$ cat src/rtl/xcvr_pkg.sv
package xcvr_pkg;
  parameter int XCVR_W = 8;

  typedef enum logic [1:0] {
    DIR_NONE = 2'b00,
    DIR_TO_B = 2'b01,
    DIR_TO_A = 2'b10,
    DIR_BOTH = 2'b11
  } dir_e;
endpackage

$ cat src/rtl/xcvr_cap_reg.sv
module xcvr_cap_reg #(
  parameter int W = 8
) (
  input  logic         clk_i,
  input  logic         rst_ni,
  input  logic         cap_i,
  input  logic [W-1:0] d_i,
  output logic [W-1:0] q_o
);
  always_ff @(posedge clk_i or negedge rst_ni) begin
    if (!rst_ni)    q_o <= '0;
    else if (cap_i) q_o <= d_i;
  end

  p_load_r2: assert property (@(posedge clk_i) disable iff (!rst_ni)
    cap_i |=> q_o == $past(d_i));
  p_hold_r3: assert property (@(posedge clk_i) disable iff (!rst_ni)
    !cap_i |=> $stable(q_o));
endmodule

$ cat src/rtl/xcvr_out_sel.sv
module xcvr_out_sel #(
  parameter int W = 8
) (
  input  logic         use_reg_i,
  input  logic [W-1:0] live_i,
  input  logic [W-1:0] held_i,
  output logic [W-1:0] y_o
);
  always_comb y_o = use_reg_i ? held_i : live_i;
endmodule

$ cat src/rtl/bus_xcvr_reg.sv
module bus_xcvr_reg
  import xcvr_pkg::*;
#(
  parameter int W = XCVR_W
) (
  input  logic         clk_i,
  input  logic         rst_ni,
  input  logic [W-1:0] a_bus_i,
  input  logic [W-1:0] b_bus_i,
  input  logic         cap_a_i,
  input  logic         cap_b_i,
  input  logic         en_ab_i,
  input  logic         en_ba_ni,
  input  logic         sel_ab_i,
  input  logic         sel_ba_i,
  output logic [W-1:0] a_out_o,
  output logic         a_oe_o,
  output logic [W-1:0] b_out_o,
  output logic         b_oe_o,
  output logic         conflict_o
);
  dir_e dir;
  logic [W-1:0] q_a, q_b;
  logic loop_risk;

  assign dir       = dir_e'({~en_ba_ni, en_ab_i});
  assign loop_risk = (dir == DIR_BOTH) && !(sel_ab_i && sel_ba_i);
  assign conflict_o = loop_risk;
  assign b_oe_o    = (dir == DIR_TO_B) || (dir == DIR_BOTH);
  assign a_oe_o    = (dir == DIR_TO_A) || (dir == DIR_BOTH);

  xcvr_cap_reg #(.W(W)) u_reg_a (
    .clk_i(clk_i), .rst_ni(rst_ni), .cap_i(cap_a_i), .d_i(a_bus_i), .q_o(q_a));
  xcvr_cap_reg #(.W(W)) u_reg_b (
    .clk_i(clk_i), .rst_ni(rst_ni), .cap_i(cap_b_i), .d_i(b_bus_i), .q_o(q_b));

  // conflict forces stored data to break the bus loop
  xcvr_out_sel #(.W(W)) u_sel_b (
    .use_reg_i(sel_ab_i | loop_risk), .live_i(a_bus_i), .held_i(q_a), .y_o(b_out_o));
  xcvr_out_sel #(.W(W)) u_sel_a (
    .use_reg_i(sel_ba_i | loop_risk), .live_i(b_bus_i), .held_i(q_b), .y_o(a_out_o));

  p_live_b_r7: assert property (@(posedge clk_i) disable iff (!rst_ni)
    (b_oe_o && !sel_ab_i && !conflict_o) |-> b_out_o == a_bus_i);
  p_live_a_r8: assert property (@(posedge clk_i) disable iff (!rst_ni)
    (a_oe_o && !sel_ba_i && !conflict_o) |-> a_out_o == b_bus_i);
  p_swap_r10: assert property (@(posedge clk_i) disable iff (!rst_ni)
    (a_oe_o && b_oe_o) |-> (b_out_o == q_a && a_out_o == q_b));
  p_conflict_r11: assert property (@(posedge clk_i) disable iff (!rst_ni)
    conflict_o |-> (a_oe_o && b_oe_o));
  p_isolate_r6: assert property (@(posedge clk_i) disable iff (!rst_ni)
    (!en_ab_i && en_ba_ni) |-> !(a_oe_o || b_oe_o || conflict_o));
endmodule

$ cat config.mk
export PLATFORM = sky130hd
export DESIGN_NAME = bus_xcvr_reg
export DESIGN_NICKNAME = d
export VERILOG_FILES = /design/src/rtl/xcvr_pkg.sv /design/src/rtl/xcvr_cap_reg.sv /design/src/rtl/xcvr_out_sel.sv /design/src/rtl/bus_xcvr_reg.sv
export SDC_FILE = /design/constraint.sdc
export NUM_CORES = 1
export LEC_CHECK = 0
export BUFFER_PORTS_ARGS = -buffer_cell sky130_fd_sc_hd__buf_2
export CAP_MARGIN = 15
export CORE_ASPECT_RATIO = 0.8
export CORE_MARGIN = 4
export CORE_UTILIZATION = 40
export CTS_BUF_LIST = sky130_fd_sc_hd__clkbuf_8 sky130_fd_sc_hd__clkbuf_16
export CTS_CLUSTER_SIZE = 10
export DETAILED_ROUTE_END_ITERATION = 10
export GPL_TIMING_DRIVEN = 1
export PLACE_DENSITY = 0.73
export RECOVER_POWER = 50
export SETUP_SLACK_MARGIN = 0.5
export SLEW_MARGIN = 20
export SYNTH_ARGS = -nofsm -noshare
export SYNTH_HDL_FRONTEND = slang
export SYNTH_SLANG_ARGS = --single-unit
$ cat constraint.sdc
create_clock -name clk_i -period 1.05 [get_ports clk_i]
set_clock_uncertainty 0.05 [all_clocks]
set_input_delay 0.21 -clock clk_i [delete_from_list [all_inputs] [get_ports clk_i]]
set_output_delay 0.21 -clock clk_i [all_outputs]
set_load 0.01 [all_outputs]
# After elaboration in Yosys (flattened, before gate mapping)
# Cells that the tools add are included.
# totals
register_bits	16
elab_cells	15
# op_classes
bitwise_logic	3
reduce_logical	5
n_eq_ne	3
muxes	2
# op_table
cell	n
$mux W8	2
$eq A2 B2 Y1 const B	2
$eq A2 B1 Y1 const B	1
$logic_and A1 B1 Y1	2
$logic_or A1 B1 Y1	2
$or A1 B1 Y1	2
$logic_not A1 Y1	1
$not A1 Y1	1

# Longest topological paths before layout
# Gate-level depths: netlist of the first run.
# logic_depth
word_depth	5
depth_mapped	3

# Modules after synthesis
# A second synthesis of the first run with hierarchy kept.
# unflattened
cells_unflattened	58
hier_area_um2	968.4
# modules_own_cells
mod	area_each_um2	cells_each	instances
xcvr_cap_reg	331.6	17	2
xcvr_out_sel	131.4	9	2
bus_xcvr_reg	42.5	6	1

# Least setup slack after synthesis of the first run
# Ideal clock, no wire load.
# synth_path
kind	input to output
from	input en_ab_i
to	output a_out_o[0]
arrival_ns	0.866
required_ns	0.790
stages	3
n_path_buf	0
setup_slack_ns	-0.076
cell_sequence	nor2b_4 -> nor2_8 -> mux2_4
# synth_via
elab_chain_len	4
# synth_rtl
item	line	source
start: declaration	bus_xcvr_reg.sv:12	input logic en_ab_i,
$eq A2 B2 Y1	bus_xcvr_reg.sv:27	assign loop_risk = (dir == DIR_BOTH) && !(sel_ab_i && sel_ba_i);
$logic_and A1 B1 Y1	bus_xcvr_reg.sv:27	
$or A1 B1 Y1	bus_xcvr_reg.sv:41	.use_reg_i(sel_ba_i | loop_risk), .live_i(b_bus_i), .held_i(q_b), .y_o(a_out_o));
$mux W8	xcvr_out_sel.sv:9	always_comb y_o = use_reg_i ? held_i : live_i;
end: declaration	bus_xcvr_reg.sv:16	output logic [W-1:0] a_out_o,
# No other way between the ends.

# Worst setup path after layout of the first run
# layout_path
from	input en_ab_i
to	output a_out_o[4]
# Same word-level chain as after synthesis.

==> results of run 1 <==
## per-stage QoR
step / TNS, ns / worst slack (ns)
finish: -5.07 / -0.322
detailed placement: -5.56 / -0.350
global placement: -5.32 / -0.329
CTS: -5.40 / -0.355
global route: -5.55 / -0.346
floorplan: -1.21 / -0.0753
## how the worst min path moves through the flow
stage / start / endpoint / slack [ns] / cells past startpoint
after global routing: rst_ni / u_reg_b.q_o[0] / 0.09 / 1
after floorplan: rst_ni / u_reg_a.q_o[0] / -0.14 / 0
after CTS: rst_ni / u_reg_b.q_o[0] / -0.17 / 1
final: rst_ni / u_reg_b.q_o[0] / -0.004 / 1
after global placement: rst_ni / u_reg_b.q_o[0] / 0.09 / 1
after detailed placement: rst_ni / u_reg_b.q_o[0] / 0.09 / 1
## timing repair
item | CTS | global route
gates resized for setup | 21 | 0
endpoints found under the setup margin | 35 | 35
pin swaps | 1 | 1
endpoints found under the hold margin | 16 | 16
## sequential cells by signal (all words and copies together) (netlist names)
name / cells
u_reg_b.q_o: 8
u_reg_a.q_o: 8
## Yosys cell counts
library cell	n	share of area, %
buf_2	2	1.1
mux2_2	16	20
a21boi_0	1	0.83
inv_1	1	0.41
nor2_8	2	4.4
dfrtp_1	16	44
mux2_4	16	27
nor2b_4	1	1.5
dlygate4sd1_1	1	0.97
## cell families (layout without fill, tap and decap cells)
logic type / Yosys count / in the layout / synth area share, %
multiplexers: 32 / 32 / 46.5
AND/OR/NAND/NOR: 3 / 3 / 5.95
flip-flops: 16 / 16 / 44.3
AO/OA/AOI/OAI: 1 / 1 / 0.830
buffers and inverters: 4 / 48 / 2.49
## worst max-delay path: stages
cell and delay, ns:
buf_6 0.09, nor2b_4 0.15, nor2_8 0.20, mux2_4 0.33, buf_6 0.12
## per-layer routing
layer  global-route usage (%)  part of all wire, %  vias to the layer above
li1                         -                    -                      286
met1                     15.9                   38                      299
met2                     23.4                   55                       21
met3                    0.771                  6.0                        2
met4                     5.42                  1.1                        0
met5                        0                    0                        -
## final cells by class
| class | count | area, µm² |
|---|---|---|
| well taps | 25 | 31.3 |
| flip-flops and latches | 16 | 400 |
| fillers | 176 | 790 |
| clock buffers | 3 | 41.3 |
| inverters | 1 | 3.75 |
| multi-input cells | 36 | 546 |
| repair buffers | 44 | 347 |
## power by group through the flow
stage                     clock (W)  sequential, W  combinational (W)
final                      0.000449       0.000716           0.000581
after global routing       0.000475       0.000722           0.000620
after CTS                  0.000458       0.000716           0.000590
after detailed placement          0       0.000725           0.000481
after global placement            0       0.000720           0.000472
after floorplan                   0       0.000713           0.000335
==> results.ini, run 1 <==
[sta]
holdWs_ns = -0.00377
rsz0062_at_grt = yes
relSlewSlack_pct = 43.9
fin_crit_sh_pct = 131
hold_viol = 16
finalWorstSetupSlack_ns = -0.322
worstMarginPinSlew_ns = 0.841
setup_viol = 17
final_max_slew_viol_count = 0
min_period_ns = 1.37
fmax_ghz = 0.729

[floorplan]
rows = 15
io_pins = 43
start_util_pct = 41.9
die_x_um = 61.2
dieArea_um2 = 3090
core_um2 = 2160
fp.dieH_um = 50.5

[worst_setup_path]
end_kind = output pin
crit_path_max_fanout = 8
r2r_start = u_reg_b.q_o[0]
crit_path_start = en_ab_i
arrival_ns = 1.11
r2r_slack_ns = 0.22
worstSetupEndpoint = a_out_o[4]
path_class = primary input to output pin
critPathLaunchType = primary input
reg2reg_to = u_reg_b.q_o[0]
required_ns = 0.79
reg2reg_depth = 1

[run_status]
status = finished with violations
violations = negative hold slack, negative setup slack

[pwr]
comb_power_share_pct = 33.3
powerDensity_nw_per_um2 = 1270
switching_share_pct = 24.8
switching_power_w = 0.000433
intPower_w = 0.00131
power_w = 0.00175
static-leakage-power_nw = 0.713
p_clk_share_pct = 25.7
vdd_drop_max_mv = 1.02
seq_power_share_pct = 41.0

[cts]
cts_max_level = 1
clock-root-buffer = clkbuf_8
cts_made_buffers = 3
cts_sinks = 16
cts_tree = built
clk_path_buf_depth = 2
cts_setup_buffers = 0
clkTransAtPathRegs_ns = 0.06
clk-insertion-delay-late_ns = 0.24

[routing]
drc = 0
routed_via_density = 4.86
drt_wl_total_um = 1920
wl_per_cell_um = 15.4
drtIter0Drc = 1
drtPass1Iterations = 2
antenna_left = 0
routed-via-count = 608

[finish]
final_common_cell = mux2_4
final_util_pct = 63.4
drive_above_1_share_pct = 83.0
fin_nets = 126
final_cell_mix = mux2_4 (32), buf_2 (22), buf_6 (18)
fin_cells = 125
n_antenna_cell = 0
syn2layout_area_growth_pct = 51.3
postLayoutCellArea_um2 = 1370

[yosys]
ys_seq_area_share_pct = 44.3
yosys_warnings = 0
netlist-cell-type-count = 9
syn_inst = 56
syn-num-nets = 80
avgSynthCellArea_um2 = 16.2
synth-seq-cells = 16
syn_area_um2 = 905

[global_route]
grt_use_total_pct = 13.1
antenna_found_initial = 0
grt_max_degree = 17
grt_pass1_vias = 702
grt_remaining_overflow = 0
grt_pass1_wl_um = 3020

[placed_design]
hpwl_um = 1470
place_inst = 122
placed_area_um2 = 1210
routabilityCongestion = 0.607
io_buffers = 42

[job]
maxCapViolCount = 0

[hold_path]
hold_path.class = primary input to async pin

Power figures use the tool's default switching activity.
==> run 2, diff against run 1 <==
--- a/config.mk
+++ b/config.mk
@@ -9,12 +9,12 @@
 export CAP_MARGIN = 15
 export CORE_ASPECT_RATIO = 0.8
 export CORE_MARGIN = 4
-export CORE_UTILIZATION = 40
+export CORE_UTILIZATION = 48
 export CTS_BUF_LIST = sky130_fd_sc_hd__clkbuf_8 sky130_fd_sc_hd__clkbuf_16
 export CTS_CLUSTER_SIZE = 10
 export DETAILED_ROUTE_END_ITERATION = 10
 export GPL_TIMING_DRIVEN = 1
-export PLACE_DENSITY = 0.73
+export PLACE_DENSITY = 0.82
 export RECOVER_POWER = 50
 export SETUP_SLACK_MARGIN = 0.5
 export SLEW_MARGIN = 20
==> constraint.sdc (replaced) <==
create_clock -name clk_i -period 1.6 [get_ports clk_i]
set_clock_uncertainty 0.05 [all_clocks]
set_input_delay 0.32 -clock clk_i [delete_from_list [all_inputs] [get_ports clk_i]]
set_output_delay 0.32 -clock clk_i [all_outputs]
set_load 0.01 [all_outputs]
==> run 2 against run 1 <==
The run now ends clean. Utilization is 13 points higher. Register-to-register slack better by 0.55 ns. Via count is 2.0% lower. First-iteration DRC count is 100% higher. Die area is 14% lower. Power is 33% lower. Sequential cell count stayed put. Critical path type unchanged. Largest cell class unchanged. Highest routed layer is now met3.
==> results.ini, run 2 (synthesized netlist as in run 1, its figures left out) <==
[run_status]
status = completed  ; was finished with violations

[sta]
fmax_ghz = 0.630
rsz0062_at_grt = yes  ; unchanged
final_max_slew_viol_count = 0  ; unchanged
relSlewSlack_pct = 77.1  ; was 43.9%
hold_viol = 0  ; was 16
worstMarginPinSlew_ns = 0.344  ; was 0.841 ns
min_period_ns = 1.59
fin_crit_sh_pct = 99.2
setup_viol = 0  ; was 17

[pwr]
power_w = 0.00117  ; was 0.00175 W
static-leakage-power_nw = 0.648  ; was 0.713 nW
switching_share_pct = 24.3  ; was 24.8%
p_clk_share_pct = 30.2  ; was 25.7%
seq_power_share_pct = 39.9  ; was 41.0%
comb_power_share_pct = 29.9  ; was 33.3%
vdd_drop_max_mv = 0.689  ; was 1.02 mV
intPower_w = 0.000886  ; was 0.00131 W
switching_power_w = 0.000285  ; was 0.000433 W
powerDensity_nw_per_um2 = 894  ; was 1270 nW/µm²

[global_route]
grt_max_degree = 17  ; unchanged
grt_pass1_wl_um = 2940  ; was 3020 µm
grt_remaining_overflow = 0  ; unchanged
antenna_found_initial = 0  ; unchanged
grt_use_total_pct = 14.3  ; was 13.1%
grt_pass1_vias = 633  ; was 702

[floorplan]
fp.dieH_um = 46.8  ; was 50.5 µm
rows = 13  ; was 15
io_pins = 43  ; unchanged
start_util_pct = 53.0  ; was 41.9%
dieArea_um2 = 2650  ; was 3090 µm²
die_x_um = 56.5  ; was 61.2 µm
core_um2 = 1710  ; was 2160 µm²

[job]
maxCapViolCount = 0  ; unchanged

[placed_design]
io_buffers = 42  ; unchanged
routabilityCongestion = 0.651  ; was 0.607
placed_area_um2 = 1130  ; was 1210 µm²

[cts]
cts_tree = built  ; unchanged
cts_sinks = 16  ; unchanged
clk_path_buf_depth = 2  ; unchanged
clk-insertion-delay-late_ns = 0.24  ; about the same
cts_made_buffers = 3  ; unchanged
cts_setup_buffers = 0  ; unchanged
clock-root-buffer = clkbuf_8  ; unchanged
clkTransAtPathRegs_ns = 0.07  ; was 0.06 ns
cts_max_level = 1  ; unchanged

[finish]
reg.largest.list = u_reg_a.q_o x8, u_reg_b.q_o x8  ; unchanged
postLayoutCellArea_um2 = 1310  ; was 1370 µm²
final_cell_mix = buf_2 (24), buf_6 (17), mux2_4 (16), mux2_2 (16), dfrtp_1 (16)  ; was mux2_4 (32), buf_2 (22), buf_6 (18)
final_common_cell = buf_2  ; was mux2_4
n_antenna_cell = 0  ; unchanged
fin_nets = 125  ; was 126
drive_above_1_share_pct = 82.0  ; was 83.0%
syn2layout_area_growth_pct = 44.7  ; was 51.3%

[worst_setup_path]
end_kind = output pin  ; unchanged
crit_path_max_fanout = 8  ; unchanged
arrival_ns = 1.22  ; was 1.11 ns
required_ns = 1.23  ; was 0.79 ns
critPathLaunchType = primary input  ; unchanged
path_class = primary input to output pin  ; unchanged

[routing]
drtIter0Drc = 2  ; was 1
drt_wl_total_um = 1800  ; was 1920 µm
wl_per_cell_um = 14.8  ; was 15.4 µm
routed-via-count = 596  ; was 608
drc = 0  ; unchanged
drtPass1Iterations = 3  ; was 2
antenna_left = 0  ; unchanged
routed_via_density = 4.89  ; was 4.86

[hold_path]
hold_path.class = primary input to flip-flop  ; was primary input to async pin

==> run 2: cell count changes in the layout (fill, tap and decap cells not counted) <==
cell and change:
clkbuf_8 +1, dlygate4sd3_1 +1, buf_2 +2, buf_4 -2, inv_1 +1, clkbuf_1 -1, buf_6 -1, mux2_4 -16
mux2_2 +16, inv_2 -1
==> run 2: path summary, 6_finish.rpt <==
kind | to | startpoint | slack, ns | cells after the start
setup / recovery | b_out_o[1] | en_ab_i | 0.01 | 5
hold / removal | u_reg_a.q_o[3] | a_bus_i[3] | 0.28 | 2
setup reg to reg | u_reg_b.q_o[6] | u_reg_b.q_o[6] | 0.77 | 1
hold reg to reg | u_reg_b.q_o[7] | u_reg_b.q_o[7] | 0.46 | 1
max in group asynchronous | u_reg_b.q_o[3] | rst_ni | 0.77 | 2
min in group asynchronous | u_reg_a.q_o[5] | rst_ni | 0.47 | 2
==> run 2: per-stage QoR <==
step	TNS [ns]	utilization [%]	instances	hold slack, ns	setup WS, ns
2_1_floorplan	0	-	56	-0.0256	0.255
3_3_place_gp	-0.000996	66.0	117	0.194	-0.000996
3_5_place_dp	-0.0930	66.0	117	0.197	-0.0186
4_1_cts	-0.124	76.6	122	0.272	-0.0201
5_1_grt	-0.0744	76.6	122	0.278	-0.0101
6_report	0	76.6	122	0.275	0.0132
==> run 2: critical path: stages <==
cell     delay [ns]
buf_6          0.09
nor2b_4        0.15
nor2_8         0.20
mux2_4         0.33
buf_6          0.12
==> run 2: layout make-up <==
type	instances	area, µm²
Clock buffer	4	55.1
Fill cell	111	399
Inverter	1	3.75
Multi-Input combinational cell	36	485
Sequential cell	16	400
Tap cell	22	27.5
Timing Repair Buffer	43	337
==> run 2: what timing repair did <==
action / 4_1_cts / 5_1_grt
hold buffers: 1 / 0
setup endpoints to repair: 17 / 17
endpoints found under the hold margin: 16 / 0
pin swaps: 1 / 1
gates resized for setup: 20 / 0
==> run 2: power by group through the flow <==
stage | logic, W | registers, W | clock network [W]
floorplan | 0.000183 | 0.000467 | 0
global placement | 0.000276 | 0.000470 | 0
detailed placement | 0.000284 | 0.000475 | 0
CTS | 0.000354 | 0.000467 | 0.000363
global route | 0.000375 | 0.000470 | 0.000379
finish | 0.000350 | 0.000467 | 0.000353
==> run 2: metal layers <==
metal	GRT usage, %	vias up	routed length (µm)
met3	3.30	0	138
li1	-	287	-
met4	1.42	0	0
met2	30.6	21	1030
met1	14.9	288	633
met5	0	-	0
==> run 3, diff against run 2 <==
--- a/config.mk
+++ b/config.mk
@@ -9,15 +9,17 @@
 export CAP_MARGIN = 15
 export CORE_ASPECT_RATIO = 0.8
 export CORE_MARGIN = 4
-export CORE_UTILIZATION = 48
+export CORE_UTILIZATION = 49
 export CTS_BUF_LIST = sky130_fd_sc_hd__clkbuf_8 sky130_fd_sc_hd__clkbuf_16
 export CTS_CLUSTER_SIZE = 10
 export DETAILED_ROUTE_END_ITERATION = 10
 export GPL_TIMING_DRIVEN = 1
-export PLACE_DENSITY = 0.82
+export PLACE_DENSITY = 0.83
 export RECOVER_POWER = 50
 export SETUP_SLACK_MARGIN = 0.5
+export SKIP_CTS_REPAIR_TIMING = 1
 export SLEW_MARGIN = 20
 export SYNTH_ARGS = -nofsm -noshare
 export SYNTH_HDL_FRONTEND = slang
+export SYNTH_HIERARCHICAL = 1
 export SYNTH_SLANG_ARGS = --single-unit
==> run 3 against run 2 <==
Via count rose by 4.0%. Critical endpoint is now a_out_o[4]. Setup slack got worse by 0.0037 ns. Power fell by 4.9%. Clock power shrank 17%. Largest power group unchanged. Sequential share of layout area shrank 0.23 points.
==> results.ini, run 3 <==
[yosys]
ys_async_sr_fraction_pct = 100  ; unchanged
ys.flop_type = dfrtp_1  ; unchanged
avgSynthCellArea_um2 = 16.7  ; was 16.2 µm²
synth_edf_count = 0  ; unchanged
syn_inst = 58  ; was 56
synth_common_cells = mux2_4 (32), dfrtp_1 (16), buf_6 (4), nand2b_1 (2)  ; was dfrtp_1 (16), mux2_2 (16), mux2_4 (16), buf_2 (2), nor2_8 (2)
synth-seq-cells = 16  ; unchanged
yosys_warnings = 6  ; was 0
synth_top_cell_by_area = mux2_4  ; was dfrtp_1
netlist-cell-type-count = 8  ; was 9
syn-num-nets = 82  ; was 80
yosys.area.top_type_share_pct = 49.6  ; was 44.3%
ys_seq_area_share_pct = 41.3  ; was 44.3%
synth.area.top_cells = mux2_4 (50%), dfrtp_1 (41%), buf_6 (4.7%), nand2b_4 (1.4%), nand2b_1 (1.3%)  ; was dfrtp_1 (44%), mux2_4 (27%), mux2_2 (20%), nor2_8 (4.4%), nor2b_4 (1.5%)
syn_area_um2 = 968  ; was 905 µm²
synth_most_common_cell = mux2_4

[sta]
fmax_ghz = 0.629  ; was 0.630 GHz
rsz0062_at_grt = yes  ; unchanged
finalWorstSetupSlack_ns = 0.00947  ; was 0.0132 ns
hold_viol = 0  ; unchanged
min_period_ns = 1.59  ; about the same
relSlewSlack_pct = 42.4  ; was 77.1%
fin_crit_sh_pct = 99.4  ; was 99.2%
worstMarginPinSlew_ns = 0.865  ; was 0.344 ns
setup_viol = 0  ; unchanged
final_max_slew_viol_count = 0  ; unchanged

[global_route]
antenna_found_initial = 0  ; unchanged
grt_pass1_wl_um = 2950  ; was 2940 µm
grt_use_total_pct = 14.2  ; was 14.3%
grt_max_degree = 17  ; unchanged
grt_pass1_vias = 676  ; was 633
grt_remaining_overflow = 0  ; unchanged

[placed_design]
routabilityCongestion = 0.636  ; was 0.651
placed_area_um2 = 1210  ; was 1130 µm²
pre_cts_slack_ns = -0.0600  ; was -0.0186 ns
io_buffers = 42  ; unchanged
hpwl_um = 1420

[worst_setup_path]
path_class = primary input to output pin  ; unchanged
slowest_delay_ns = 0.31  ; was 0.33 ns
required_ns = 1.23  ; about the same
crit_path_max_fanout = 8  ; unchanged
end_kind = output pin  ; unchanged
path_cells = buf_6 -> nand2b_4 -> nand2b_4 -> buf_12 -> mux2_4 -> buf_6  ; was buf_6 -> nor2b_4 -> nor2_8 -> mux2_4 -> buf_6
path_delay_family = buffers and inverters  ; was simple AND/OR/NAND/NOR gates
arrival_ns = 1.22  ; about the same
critPathLaunchType = primary input  ; unchanged
cp.buffers_inverters = 3  ; was 2
slowest_stage = mux2_4  ; unchanged

[pwr]
vdd_drop_max_mv = 0.495  ; was 0.689 mV
powerDensity_nw_per_um2 = 843  ; was 894 nW/µm²
power_w = 0.00111  ; was 0.00117 W
static-leakage-power_nw = 0.671  ; was 0.648 nW

[routing]
drt_wl_total_um = 2050  ; was 1800 µm
routed-via-count = 620  ; was 596
antenna_left = 0  ; unchanged
drtIter0Drc = 19  ; was 2
routed_via_density = 4.92  ; was 4.89
drc = 0  ; unchanged
wl_per_cell_um = 16.3  ; was 14.8 µm
drtPass1Iterations = 3  ; unchanged

[finish]
postLayoutCellArea_um2 = 1320  ; was 1310 µm²
final_util_pct = 70.4  ; was 76.6%
drive_above_1_share_pct = 65.7  ; was 82.0%
syn2layout_area_growth_pct = 36.2  ; was 44.7%
final_common_cell = buf_2  ; unchanged
n_antenna_cell = 0  ; unchanged
final_cell_mix = buf_2 (24), buf_6 (17), mux2_1 (16), dfrtp_1 (16), mux2_4 (16)  ; was buf_2 (24), buf_6 (17), mux2_4 (16), mux2_2 (16), dfrtp_1 (16)
reg.largest.list = u_reg_a/q_o x8, u_reg_b/q_o x8  ; was u_reg_a.q_o x8, u_reg_b.q_o x8
fin_nets = 128  ; was 125

[job]
maxCapViolCount = 0  ; unchanged

[cts]
clk-insertion-delay-late_ns = 0.24  ; about the same
cts_sinks = 16  ; unchanged
clock-root-buffer = clkbuf_8  ; unchanged
cts_made_buffers = 3  ; unchanged
clk_path_buf_depth = 2  ; unchanged
clkTransAtPathRegs_ns = 0.06  ; was 0.07 ns
cts_max_level = 1  ; unchanged
cts_tree = built  ; unchanged

[floorplan]
start_util_pct = 51.7  ; was 53.0%
die_x_um = 57.7  ; was 56.5 µm
dieArea_um2 = 2760  ; was 2650 µm²
rows = 14  ; was 13
core_um2 = 1870  ; was 1710 µm²
fp.dieH_um = 47.8  ; was 46.8 µm
io_pins = 43  ; unchanged

[hold_path]
hold_path.class = primary input to flip-flop  ; unchanged

[run_status]
status = completed  ; unchanged

-- run 3: cell count changes after synthesis, sizes merged --
cell         before  now
a21boi            1    0
clkbuf            0    1
nand2b            0    3
dlygate4sd1       1    0
buf               2    4
nor2              2    0
a21oi             0    1
nor2b             1    0
-- run 3: kinds of logic after synthesis --
kind of cell | after synthesis | synth area share (%)
flops | 16 | 41.3
compound gates | 1 | 0.905
buf+inv | 6 | 5.43
mux | 32 | 49.6
simple gates | 3 | 2.71
-- run 3: final cells by class --
type | instances | area (µm²)
Fill cell | 146 | 556
Multi-Input combinational cell | 36 | 470
Sequential cell | 16 | 400
Timing Repair Buffer | 46 | 373
Clock buffer | 3 | 41.3
Tap cell | 24 | 30.0
Inverter | 1 | 3.75
-- run 3: layer usage --
layer	vias to the layer above	share of wire, %	GRT usage [%]
met5	-	0	0
met4	0	0	4.17
met3	0	3.5	1.89
met2	17	54	25.7
met1	313	42	18.1
li1	290	-	-
-- run 3: power by group --
group / internal [W] / leakage, nW / switching [W]
clock: 0.000166 / 0.0216 / 0.000126
sequential: 0.000445 / 0.187 / 0.0000220
combinational: 0.000222 / 0.463 / 0.000130
-- run 3: per-stage QoR --
| step | hold slack (ns) | cells | TNS, ns |
|---|---|---|---|
| after floorplan | -0.0256 | 58 | 0 |
| after global placement | 0.197 | 122 | -0.201 |
| after detailed placement | 0.202 | 122 | -0.622 |
| after CTS | -0.0579 | 125 | -0.656 |
| after global routing | 0.262 | 126 | -0.0473 |
| final | 0.258 | 126 | 0 |
-- run 3: worst paths after layout --
path / start / depth (start not counted) / to / slack [ns]
worst max register to register: u_reg_b/q_o[4] / 1 / u_reg_b/q_o[4] / 0.74
min in group asynchronous: rst_ni / 2 / u_reg_a/q_o[0] / 0.67
worst max-delay path: en_ba_ni / 6 / a_out_o[4] / 0.009
worst min-delay path: a_bus_i[2] / 2 / u_reg_a/q_o[2] / 0.26
worst min register to register: u_reg_a/q_o[4] / 1 / u_reg_a/q_o[4] / 0.44
max in group asynchronous: rst_ni / 2 / u_reg_b/q_o[6] / 0.30
